**src/rtl/lfm_pkg.sv**
```systemverilog
package lfm_pkg;
  typedef enum logic [1:0] {
    ST_UP    = 2'd0,
    ST_FAIL  = 2'd1,
    ST_RESET = 2'd2,
    ST_WSYNC = 2'd3
  } lfm_state_e;

  localparam int unsigned SRC_N     = 6;
  localparam int unsigned SRC_PHY   = 0;
  localparam int unsigned SRC_ALIGN = 1;
  localparam int unsigned SRC_TXOV  = 2;
  localparam int unsigned SRC_RXOV  = 3;
  localparam int unsigned SRC_BADK  = 4;
  localparam int unsigned SRC_PEER  = 5;
endpackage

```
**src/rtl/lfm_err_count.sv**
```systemverilog
module lfm_err_count #(
  parameter int unsigned LANES = 4,
  parameter int unsigned CNT_W = 8,
  parameter int unsigned WIN_W = 16
) (
  input  logic             clk,
  input  logic             rst_n,
  input  logic             run,
  input  logic [LANES-1:0] lane_cv,
  input  logic [CNT_W-1:0] thresh,
  input  logic [WIN_W-1:0] clean_win,
  output logic             trip
);
  localparam int unsigned PW = $clog2(LANES + 1);

  logic [PW-1:0]    pop;
  logic [CNT_W:0]   sum;
  logic [CNT_W-1:0] cnt_q, cnt_d;
  logic [WIN_W-1:0] quiet_q, quiet_d;
  logic             win_full;
  logic             cnt_en;
  logic             quiet_en;

  // number of lanes reporting a violation this cycle
  always_comb begin
    pop = '0;
    for (int i = 0; i < LANES; i++) begin
      pop = pop + PW'(lane_cv[i]);
    end
  end

  always_comb begin
    sum      = {1'b0, cnt_q} + (CNT_W+1)'(pop);
    win_full = (clean_win != '0) && (quiet_q == clean_win - WIN_W'(1));
    if (!run) begin
      cnt_d   = '0;
      quiet_d = '0;
    end else if (|lane_cv) begin
      cnt_d   = sum[CNT_W] ? '1 : sum[CNT_W-1:0];
      quiet_d = '0;
    end else if (win_full) begin
      cnt_d   = '0;
      quiet_d = '0;
    end else begin
      cnt_d   = cnt_q;
      quiet_d = quiet_q + WIN_W'(1);
    end
    cnt_en   = (cnt_d != cnt_q);
    quiet_en = (quiet_d != quiet_q);
  end

  always_ff @(posedge clk or negedge rst_n) begin
    if (!rst_n) begin
      cnt_q   <= '0;
      quiet_q <= '0;
    end else begin
      if (cnt_en)   cnt_q   <= cnt_d;
      if (quiet_en) quiet_q <= quiet_d;
    end
  end

  assign trip = run && (cnt_q > thresh);
endmodule

```
**src/rtl/lfm_seq.sv**
```systemverilog
module lfm_seq
  import lfm_pkg::*;
#(
  parameter int unsigned HOLD_CYC = 16
) (
  input  logic       clk,
  input  logic       rst_n,
  input  logic       fail_req,
  input  logic       all_sync,
  output lfm_state_e state
);
  localparam int unsigned HW = (HOLD_CYC > 1) ? $clog2(HOLD_CYC) : 1;
  localparam logic [HW-1:0] HOLD_LAST = HW'(HOLD_CYC - 1);

  lfm_state_e    st_q, st_d;
  logic [HW-1:0] hold_q, hold_d;
  logic          hold_en;

  always_comb begin
    st_d = st_q;
    unique case (st_q)
      ST_UP:    if (fail_req) st_d = ST_FAIL;
      ST_FAIL:  st_d = ST_RESET;
      ST_RESET: if (hold_q == HOLD_LAST) st_d = ST_WSYNC;
      ST_WSYNC: if (all_sync) st_d = ST_UP;
      default:  st_d = ST_WSYNC;
    endcase
    hold_d  = (st_q == ST_RESET) ? hold_q + HW'(1) : '0;
    hold_en = (st_q == ST_RESET) || (hold_q != '0);
  end

  always_ff @(posedge clk or negedge rst_n) begin
    if (!rst_n) begin
      st_q   <= ST_WSYNC;
      hold_q <= '0;
    end else begin
      st_q <= st_d;
      if (hold_en) hold_q <= hold_d;
    end
  end

  assign state = st_q;
endmodule

```
**src/rtl/lfm_cause.sv**
```systemverilog
module lfm_cause
  import lfm_pkg::*;
(
  input  logic             clk,
  input  logic             rst_n,
  input  logic             capture,
  input  logic             clr,
  input  logic [SRC_N-1:0] src,
  output logic [SRC_N-1:0] cause
);
  logic [SRC_N-1:0] cause_q, cause_d;
  logic             cause_en;

  always_comb begin
    cause_en = capture || clr;
    if (capture)  cause_d = src;
    else          cause_d = '0;
  end

  always_ff @(posedge clk or negedge rst_n) begin
    if (!rst_n)        cause_q <= '0;
    else if (cause_en) cause_q <= cause_d;
  end

  assign cause = cause_q;
endmodule

```
**src/rtl/lnk_fail_mon.sv**
```systemverilog
module lnk_fail_mon
  import lfm_pkg::*;
#(
  parameter int unsigned LANES    = 4,
  parameter int unsigned CNT_W    = 8,
  parameter int unsigned WIN_W    = 16,
  parameter int unsigned HOLD_CYC = 16
) (
  input  logic             clk,
  input  logic             rst_n,
  input  logic [LANES-1:0] lane_cv,
  input  logic [LANES-1:0] lane_sync,
  input  logic             align_lost,
  input  logic             tx_fifo_ovf,
  input  logic             rx_fifo_ovf,
  input  logic             bad_k_req,
  input  logic             peer_rst_in,
  input  logic [CNT_W-1:0] err_thresh,
  input  logic [WIN_W-1:0] clean_win,
  input  logic             cause_clr,
  output logic             link_up,
  output logic             link_rst,
  output logic             peer_rst_out,
  output logic [5:0]       fail_cause
);
  lfm_state_e       state;
  logic             in_up;
  logic             phy_trip;
  logic [SRC_N-1:0] src;
  logic             fail_any;

  assign in_up = (state == ST_UP);

  lfm_err_count #(
    .LANES(LANES),
    .CNT_W(CNT_W),
    .WIN_W(WIN_W)
  ) u_err (
    .clk       (clk),
    .rst_n     (rst_n),
    .run       (in_up),
    .lane_cv   (lane_cv),
    .thresh    (err_thresh),
    .clean_win (clean_win),
    .trip      (phy_trip)
  );

  always_comb begin
    src            = '0;
    src[SRC_PHY]   = phy_trip;
    src[SRC_ALIGN] = align_lost;
    src[SRC_TXOV]  = tx_fifo_ovf;
    src[SRC_RXOV]  = rx_fifo_ovf;
    src[SRC_BADK]  = bad_k_req;
    src[SRC_PEER]  = peer_rst_in;
    fail_any       = in_up && (|src);
  end

  lfm_seq #(
    .HOLD_CYC(HOLD_CYC)
  ) u_seq (
    .clk      (clk),
    .rst_n    (rst_n),
    .fail_req (fail_any),
    .all_sync (&lane_sync),
    .state    (state)
  );

  lfm_cause u_cause (
    .clk     (clk),
    .rst_n   (rst_n),
    .capture (fail_any),
    .clr     (cause_clr),
    .src     (src),
    .cause   (fail_cause)
  );

  assign link_up      = in_up;
  assign link_rst     = (state == ST_FAIL) || (state == ST_RESET);
  assign peer_rst_out = (state == ST_RESET);
endmodule

```
**config.mk**
```make
export PLATFORM = sky130hd
export DESIGN_NAME = lnk_fail_mon
export DESIGN_NICKNAME = d
export VERILOG_FILES = /design/src/rtl/lfm_pkg.sv /design/src/rtl/lfm_err_count.sv /design/src/rtl/lfm_seq.sv /design/src/rtl/lfm_cause.sv /design/src/rtl/lnk_fail_mon.sv
export SDC_FILE = /design/constraint.sdc
export NUM_CORES = 1
export LEC_CHECK = 0
export BUFFER_PORTS_ARGS = -buffer_cell sky130_fd_sc_hd__buf_2
export CORE_MARGIN = 1.5
export CORE_UTILIZATION = 56
export CTS_CLUSTER_SIZE = 24
export DETAILED_ROUTE_END_ITERATION = 16
export GPL_TIMING_DRIVEN = 1
export PLACE_DENSITY_LB_ADDON = 0.1
export SLEW_MARGIN = 25
export SYNTH_ARGS = -nofsm -noshare
export SYNTH_HDL_FRONTEND = slang
export SYNTH_SLANG_ARGS = --single-unit
```
**constraint.sdc**
```tcl
create_clock -name clk -period 2.55 [get_ports clk]
set_clock_uncertainty 0.05 [all_clocks]
set_input_delay 0.1275 -clock clk [delete_from_list [all_inputs] [get_ports clk]]
set_output_delay 0.1275 -clock clk [all_outputs]
set_load 0.01 [all_outputs]
```
# Word-level counts from Yosys, hierarchy flattened

Index checks and enable logic that the tools add are counted.

Bits of input ports: 40
Register bits: 36
Output and inout bits: 9

Add/subtract/negate cells: 7
Multiplexer cells: 13
$lt $le $gt $ge: 1
Reductions and logical operators: 13
Eq/ne operators: 10

Operators by type and width:

| operator                                               | count |
|---|---|
| two-way mux 16 bit                                     | 3 |
| two-way mux 8 bit                                      | 4 |
| adder 16 x 1 -> 16 bit (second input constant)         | 1 |
| equality test 16 bit                                   | 1 |
| inequality test 16 bit                                 | 1 |
| nonzero test 16 bit                                    | 1 |
| subtractor 16 x 1 -> 16 bit (second input constant)    | 1 |
| adder 8 x 3 -> 9 bit                                   | 1 |
| > comparator 8 bit                                     | 1 |
| inequality test 8 bit                                  | 1 |
| one-hot mux 2 bit (4 select lines)                     | 1 |
| adder 3 x 1 -> 3 bit                                   | 2 |
| two-way mux 2 bit                                      | 3 |
| two-way mux 6 bit                                      | 1 |
| inequality test 2 x 1 -> 1 bit (second input constant) | 3 |
| OR reduction 6 bit                                     | 1 |
| adder 4 x 1 -> 4 bit (second input constant)           | 1 |
| equality test 2 bit (second input constant)            | 2 |
| equality test 4 bit (second input constant)            | 1 |
| two-way mux 4 bit                                      | 1 |
| AND reduction 4 bit                                    | 1 |
| nonzero test 4 bit                                     | 1 |
| OR reduction 4 bit                                     | 1 |
| logical AND 1 bit                                      | 3 |
| other kinds (5)                                        | 7 |

# Depth between registers and ports, before layout

Depth in word-level cells: 8
Gate-level depth with buffers: 15

# Hierarchy

Synthesis repeated with hierarchy kept, for this count alone.

Cell total of the unflattened synthesis: 299
Area total of the unflattened synthesis: 2731.4 um2

Modules (own cells, without submodules):

| module        | seq. area each (um2) | area an instance (um2) | cells each | times used |
|---|---|---|---|---|
| lfm_err_count | 600.6                | 2114.5                 | 246        | 1 |
| lfm_seq       | 152.6                | 345.3                  | 33         | 1 |
| lfm_cause     | 150.1                | 214.0                  | 13         | 1 |
| lnk_fail_mon  | 0.0                  | 57.6                   | 7          | 1 |

# Worst setup path after synthesis

Ideal clock, no wire load.

Path type: input port to flip-flop
Start point: in lane_cv[0]
End point: reg u_err.cnt_q[3]
Stages: 15
Setup time: 73 ps
Arrival: 2400 ps
Path slack: 27 ps
Cells stage by stage: inv_1 ha_1 inv_1 fa_1 inv_1 ha_1 inv_1 fa_1 nor2b_1 o211ai_1 o21ai_1 nor2_1 nor2_1 o22ai_1 nor2_1

Cells in the longest elaborated chain, start to end: 8

RTL lines:

| element                            | line                | text |
|---|---|---|
| start, declared                    | lnk_fail_mon.sv:11  | `input logic [LANES-1:0] lane_cv,` |
| adder 1 x 1 -> 2 bit               | lfm_err_count.sv:28 | `pop = pop + PW'(lane_cv[i]);` |
| adder 3 x 1 -> 3 bit (2 in series) | lfm_err_count.sv:28 |  |
| adder 8 x 3 -> 9 bit               | lfm_err_count.sv:33 | `sum = {1'b0, cnt_q} + (CNT_W+1)'(pop);` |
| two-way mux 8 bit                  | lfm_err_count.sv:39 | `cnt_d = sum[CNT_W] ? '1 : sum[CNT_W-1:0];` |
| two-way mux 8 bit *                | lfm_err_count.sv:38 | `end else if (\|lane_cv) begin` |
| two-way mux 8 bit *                | lfm_err_count.sv:35 | `if (!run) begin` |
| inequality test 8 bit              | lfm_err_count.sv:48 | `cnt_en = (cnt_d != cnt_q);` |
| end signal, assigned               | lfm_err_count.sv:57 | `if (cnt_en) cnt_q <= cnt_d;` |
| end, declared                      | lfm_err_count.sv:18 | `logic [CNT_W-1:0] cnt_q, cnt_d;` |

Every way passes the cells marked *; elsewhere a longest branch is shown, timed or not.
A chain may end at the register's enable or synchronous reset.

# Worst setup path after layout

Start point: reg u_err.cnt_q[3]
End point: reg u_cause.cause_q[5], in the netlist u_cause.cause[5]

Cells in the longest elaborated chain, start to end: 5

RTL lines:

| element                                                      | line                             | text |
|---|---|---|
| > comparator 8 bit *                                         | lfm_err_count.sv:62              | `assign trip = run && (cnt_q > thresh);` |
| logical AND 1 bit *                                          | lfm_err_count.sv:62              |  |
| OR reduction 6 bit *                                         | lnk_fail_mon.sv:56               | `fail_any = in_up && (\|src);` |
| logical AND 1 bit *                                          | lnk_fail_mon.sv:56               |  |
| two-way mux 6 bit / logical OR 1 bit (equally long branches) | lfm_cause.sv:16, lfm_cause.sv:15 |  |
| end signal, assigned                                         | lfm_cause.sv:22                  | `else if (cause_en) cause_q <= cause_d;` |
| end, declared                                                | lfm_cause.sv:11                  | `logic [SRC_N-1:0] cause_q, cause_d;` |

Marks and branches as above.

==> flow_metrics.py <==
metrics = {
    "outcome": {
        "status": "complete, no violations",
    },
    "floorplanning": {
        "rows": 25,
        "floorplan.initialDensity_pct": 57.99,
        "fp.dieArea_mm2": 0.005320,
        "core_area_mm2": 0.004723,
        "die_w_um": 72.94,
        "die_y_um": 72.94,
        "io_pins": 49,
    },
    "min_path": {
        "min_from": "peer_rst_in",
        "holdPathEnd": "u_cause.cause[5]",
        "hp-class": "in -> reg",
        "whs_path_depth": 2,
    },
    "route": {
        "drt_iter0_markers": 93,
        "routed_via_density": 5.307,
        "dr.pass1.iters": 4,
        "wire_per_inst_um": 12.55,
        "drt_wl_total_um": 5649,
        "vias": 2388,
        "ant_nets": 0,
        "drc_errors": 0,
    },
    "synth": {
        "syn_nets": 381,
        "yosysSeqAreaShare_pct": 32.98,
        "yosys_most_used_dff": "dfrtp_1",
        "synth_edf_count": 0,
        "async_flop_share_pct": 100.0,
        "synth_cell_type_count": 47,
        "synth_area_mm2": 0.002739,
        "syn_avg_cell_area_um2": 8.613,
        "yosysWarningCount": 0,
        "syn_inst": 318,
        "ys_seq_elements": 36,
    },
    "worst_setup_path": {
        "r2r_cells": 7,
        "path_max_fanout": 8,
        "critPathRequiredTime_ns": 2.68,
        "start_kind": "flip-flop",
        "r2r_slack_ns": 0.18,
        "rr_startpoint": "u_err.cnt_q[3]",
        "path_class": "reg -> reg",
        "crit_path_end_kind": "flip-flop",
        "r2r-end": "u_cause.cause[5]",
        "critPathArrivalTime_ns": 2.50,
    },
    "global_route": {
        "grtUsageTotal_pct": 22.77,
        "grt_max_degree": 37,
        "grt_overflow": 0,
        "top_usage_layer": "met2",
        "grt_first_pass_wirelength_um": 9418,
        "antenna_found_initial": 0,
        "met1_usage_pct": 30.77,
        "use_met3_pct": 4.558,
        "grt_use_met2_pct": 36.60,
        "grt_pass1_vias": 2186,
    },
    "clock_network": {
        "root_buffer": "clkbuf_8",
        "clockBufferDepth": 2,
        "clock_sinks": 36,
        "htree_levels": 2,
        "clkTransAtPathRegs_ns": 0.07,
        "numCtsBuffers": 5,
        "cts_tree": "built",
        "clkLatencyLatePin_ns": 0.29,
    },
    "layout": {
        "fin_cells": 450,
        "drive_above_1_share_pct": 21.15,
        "area_growth_pct": 18.91,
        "antenna_cells": 0,
        "register_area_um2": 903.4,
        "nNetsFinal": 445,
        "n_fill_cell": 393,
        "multi_input_area_mm2": 0.001688,
        "stdcell_area_mm2": 0.003257,
    },
    "placement": {
        "place_hpwl_um": 4433,
        "dp.cells": 438,
        "routabilityCongestion": 0.9145,
        "port_buffers": 48,
        "placed_cell_area_mm2": 0.003114,
    },
    "timing": {
        "setup_tns_ns": 0,
        "period_share_pct": 93.10,
        "finalMaxSlewViolations": 0,
        "finalHoldViolCount": 0,
        "fin_crit_ns": 2.374,
        "relSlewSlack_pct": 47.76,
        "rsz0062_at_grt": "no",
        "tightest_slew_ns": 0.7836,
        "fmax_ghz": 0.4212,
        "finalSetupViolCount": 0,
    },
    "pwr": {
        "peakVddDrop_mv": 0.6229,
        "power_density_mw_per_mm2": 588.4,
        "leakagePower_uw": 0.001573,
        "fin_total_pwr_uw": 1916,
    },
    "flow_run": {
        "max-cap-violations": 0,
    },
}
## cells in the mapped netlist (5+ instances only)
master   number  area, µm²
xnor2_1      21      183.9
nor3_1        8      40.04
o22ai_1       5      31.28
xor2_1       17      148.9
o21ai_0       7      35.03
nand4_1       6      37.54
nor2_1       45      168.9
and3_1        8      50.05
nand3_1      18      90.09
inv_1        35      131.4
a21o_1        6      45.04
dfrtp_1      34      850.8
ha_1         21      262.8
nand2_1      23      86.33
## cell type report
cell class              count  area share [%]
inverters                  35           4.034
repair buffers             63           11.06
flip-flops and latches     36           27.74
clock buffers               8           2.766
well taps                  67           2.574
multi-input cells         241           51.82
## flip-flops by register name (all words and copies together) (netlist names)
signal,count
u_err.quiet_q,16
u_seq.state,2
u_cause.cause,6
u_err.cnt_q,8
u_seq.hold_q,4
## cell families after synthesis
group	synth area share, %
and+or+nand+nor	24.03
muxes	1.188
buffers and inverters	5.939
DFF	32.98
xor gates and xnor gates	12.15
adders and majority gates	11.06
AOI/OAI and AO/OA	12.65
## critical path, stage by stage, from the launching register on
cell and delay (ns):
dfrtp_1 0.44, ha_1 0.33, nand3_1 0.10, o22ai_1 0.13
o21ai_0 0.13, a221oi_1 0.47, o21ai_1 0.28, a32o_1 0.32
## cells in the final DEF, fill, tap and decap left out, types with 6 or more instances in the layout
master,count
nand4_1,6
nor3_1,7
nand2_1,23
buf_2,48
xor2_1,17
ha_1,21
dfrtp_1,34
o21ai_0,7
buf_4,12
xnor2_1,21
clkbuf_8,6
nand3_1,18
and3_1,8
a21o_1,6
inv_1,35
nor2_1,45
## stage by stage
step	util, %	setup slack, ns	hold WS, ns
CTS	68.48	0.1328	0.02355
detailed placement	65.93	-0.1893	0.2111
global route	68.95	0.02580	0.02510
finish	68.95	0.1759	0.02758
global placement	65.93	-0.1040	0.2111
floorplan	-	0.02731	-0.2181
## where the power goes
part	total, µW	switching [µW]	internal, µW
logic	753	404	349
clock network	416	196	220
registers	747	71.7	675
## layer usage
metal	part of all wire, %	vias up
met5	0	-
met4	1.6	0
met3	3.6	10
met2	45	41
met1	49	1117
li1	-	1220
## worst max-delay path by stage
stage,end,slack (ns),start
floorplan,u_err.cnt_q[3],0.03,lane_cv[0]
global placement,u_err.cnt_q[5],-0.10,lane_cv[0]
detailed placement,u_err.cnt_q[5],-0.19,lane_cv[0]
CTS,u_err.cnt_q[3],0.13,lane_cv[0]
global route,u_err.cnt_q[7],0.03,lane_cv[0]
finish,u_cause.cause[5],0.18,u_err.cnt_q[3]
## what timing repair did
action,in CTS,in global routing
resized for setup,0,4
setup endpoints to repair,0,4
buffers inserted,0,1
hold buffers,3,0
endpoints found under the hold margin,36,0
(Power assumes the default switching activity.)
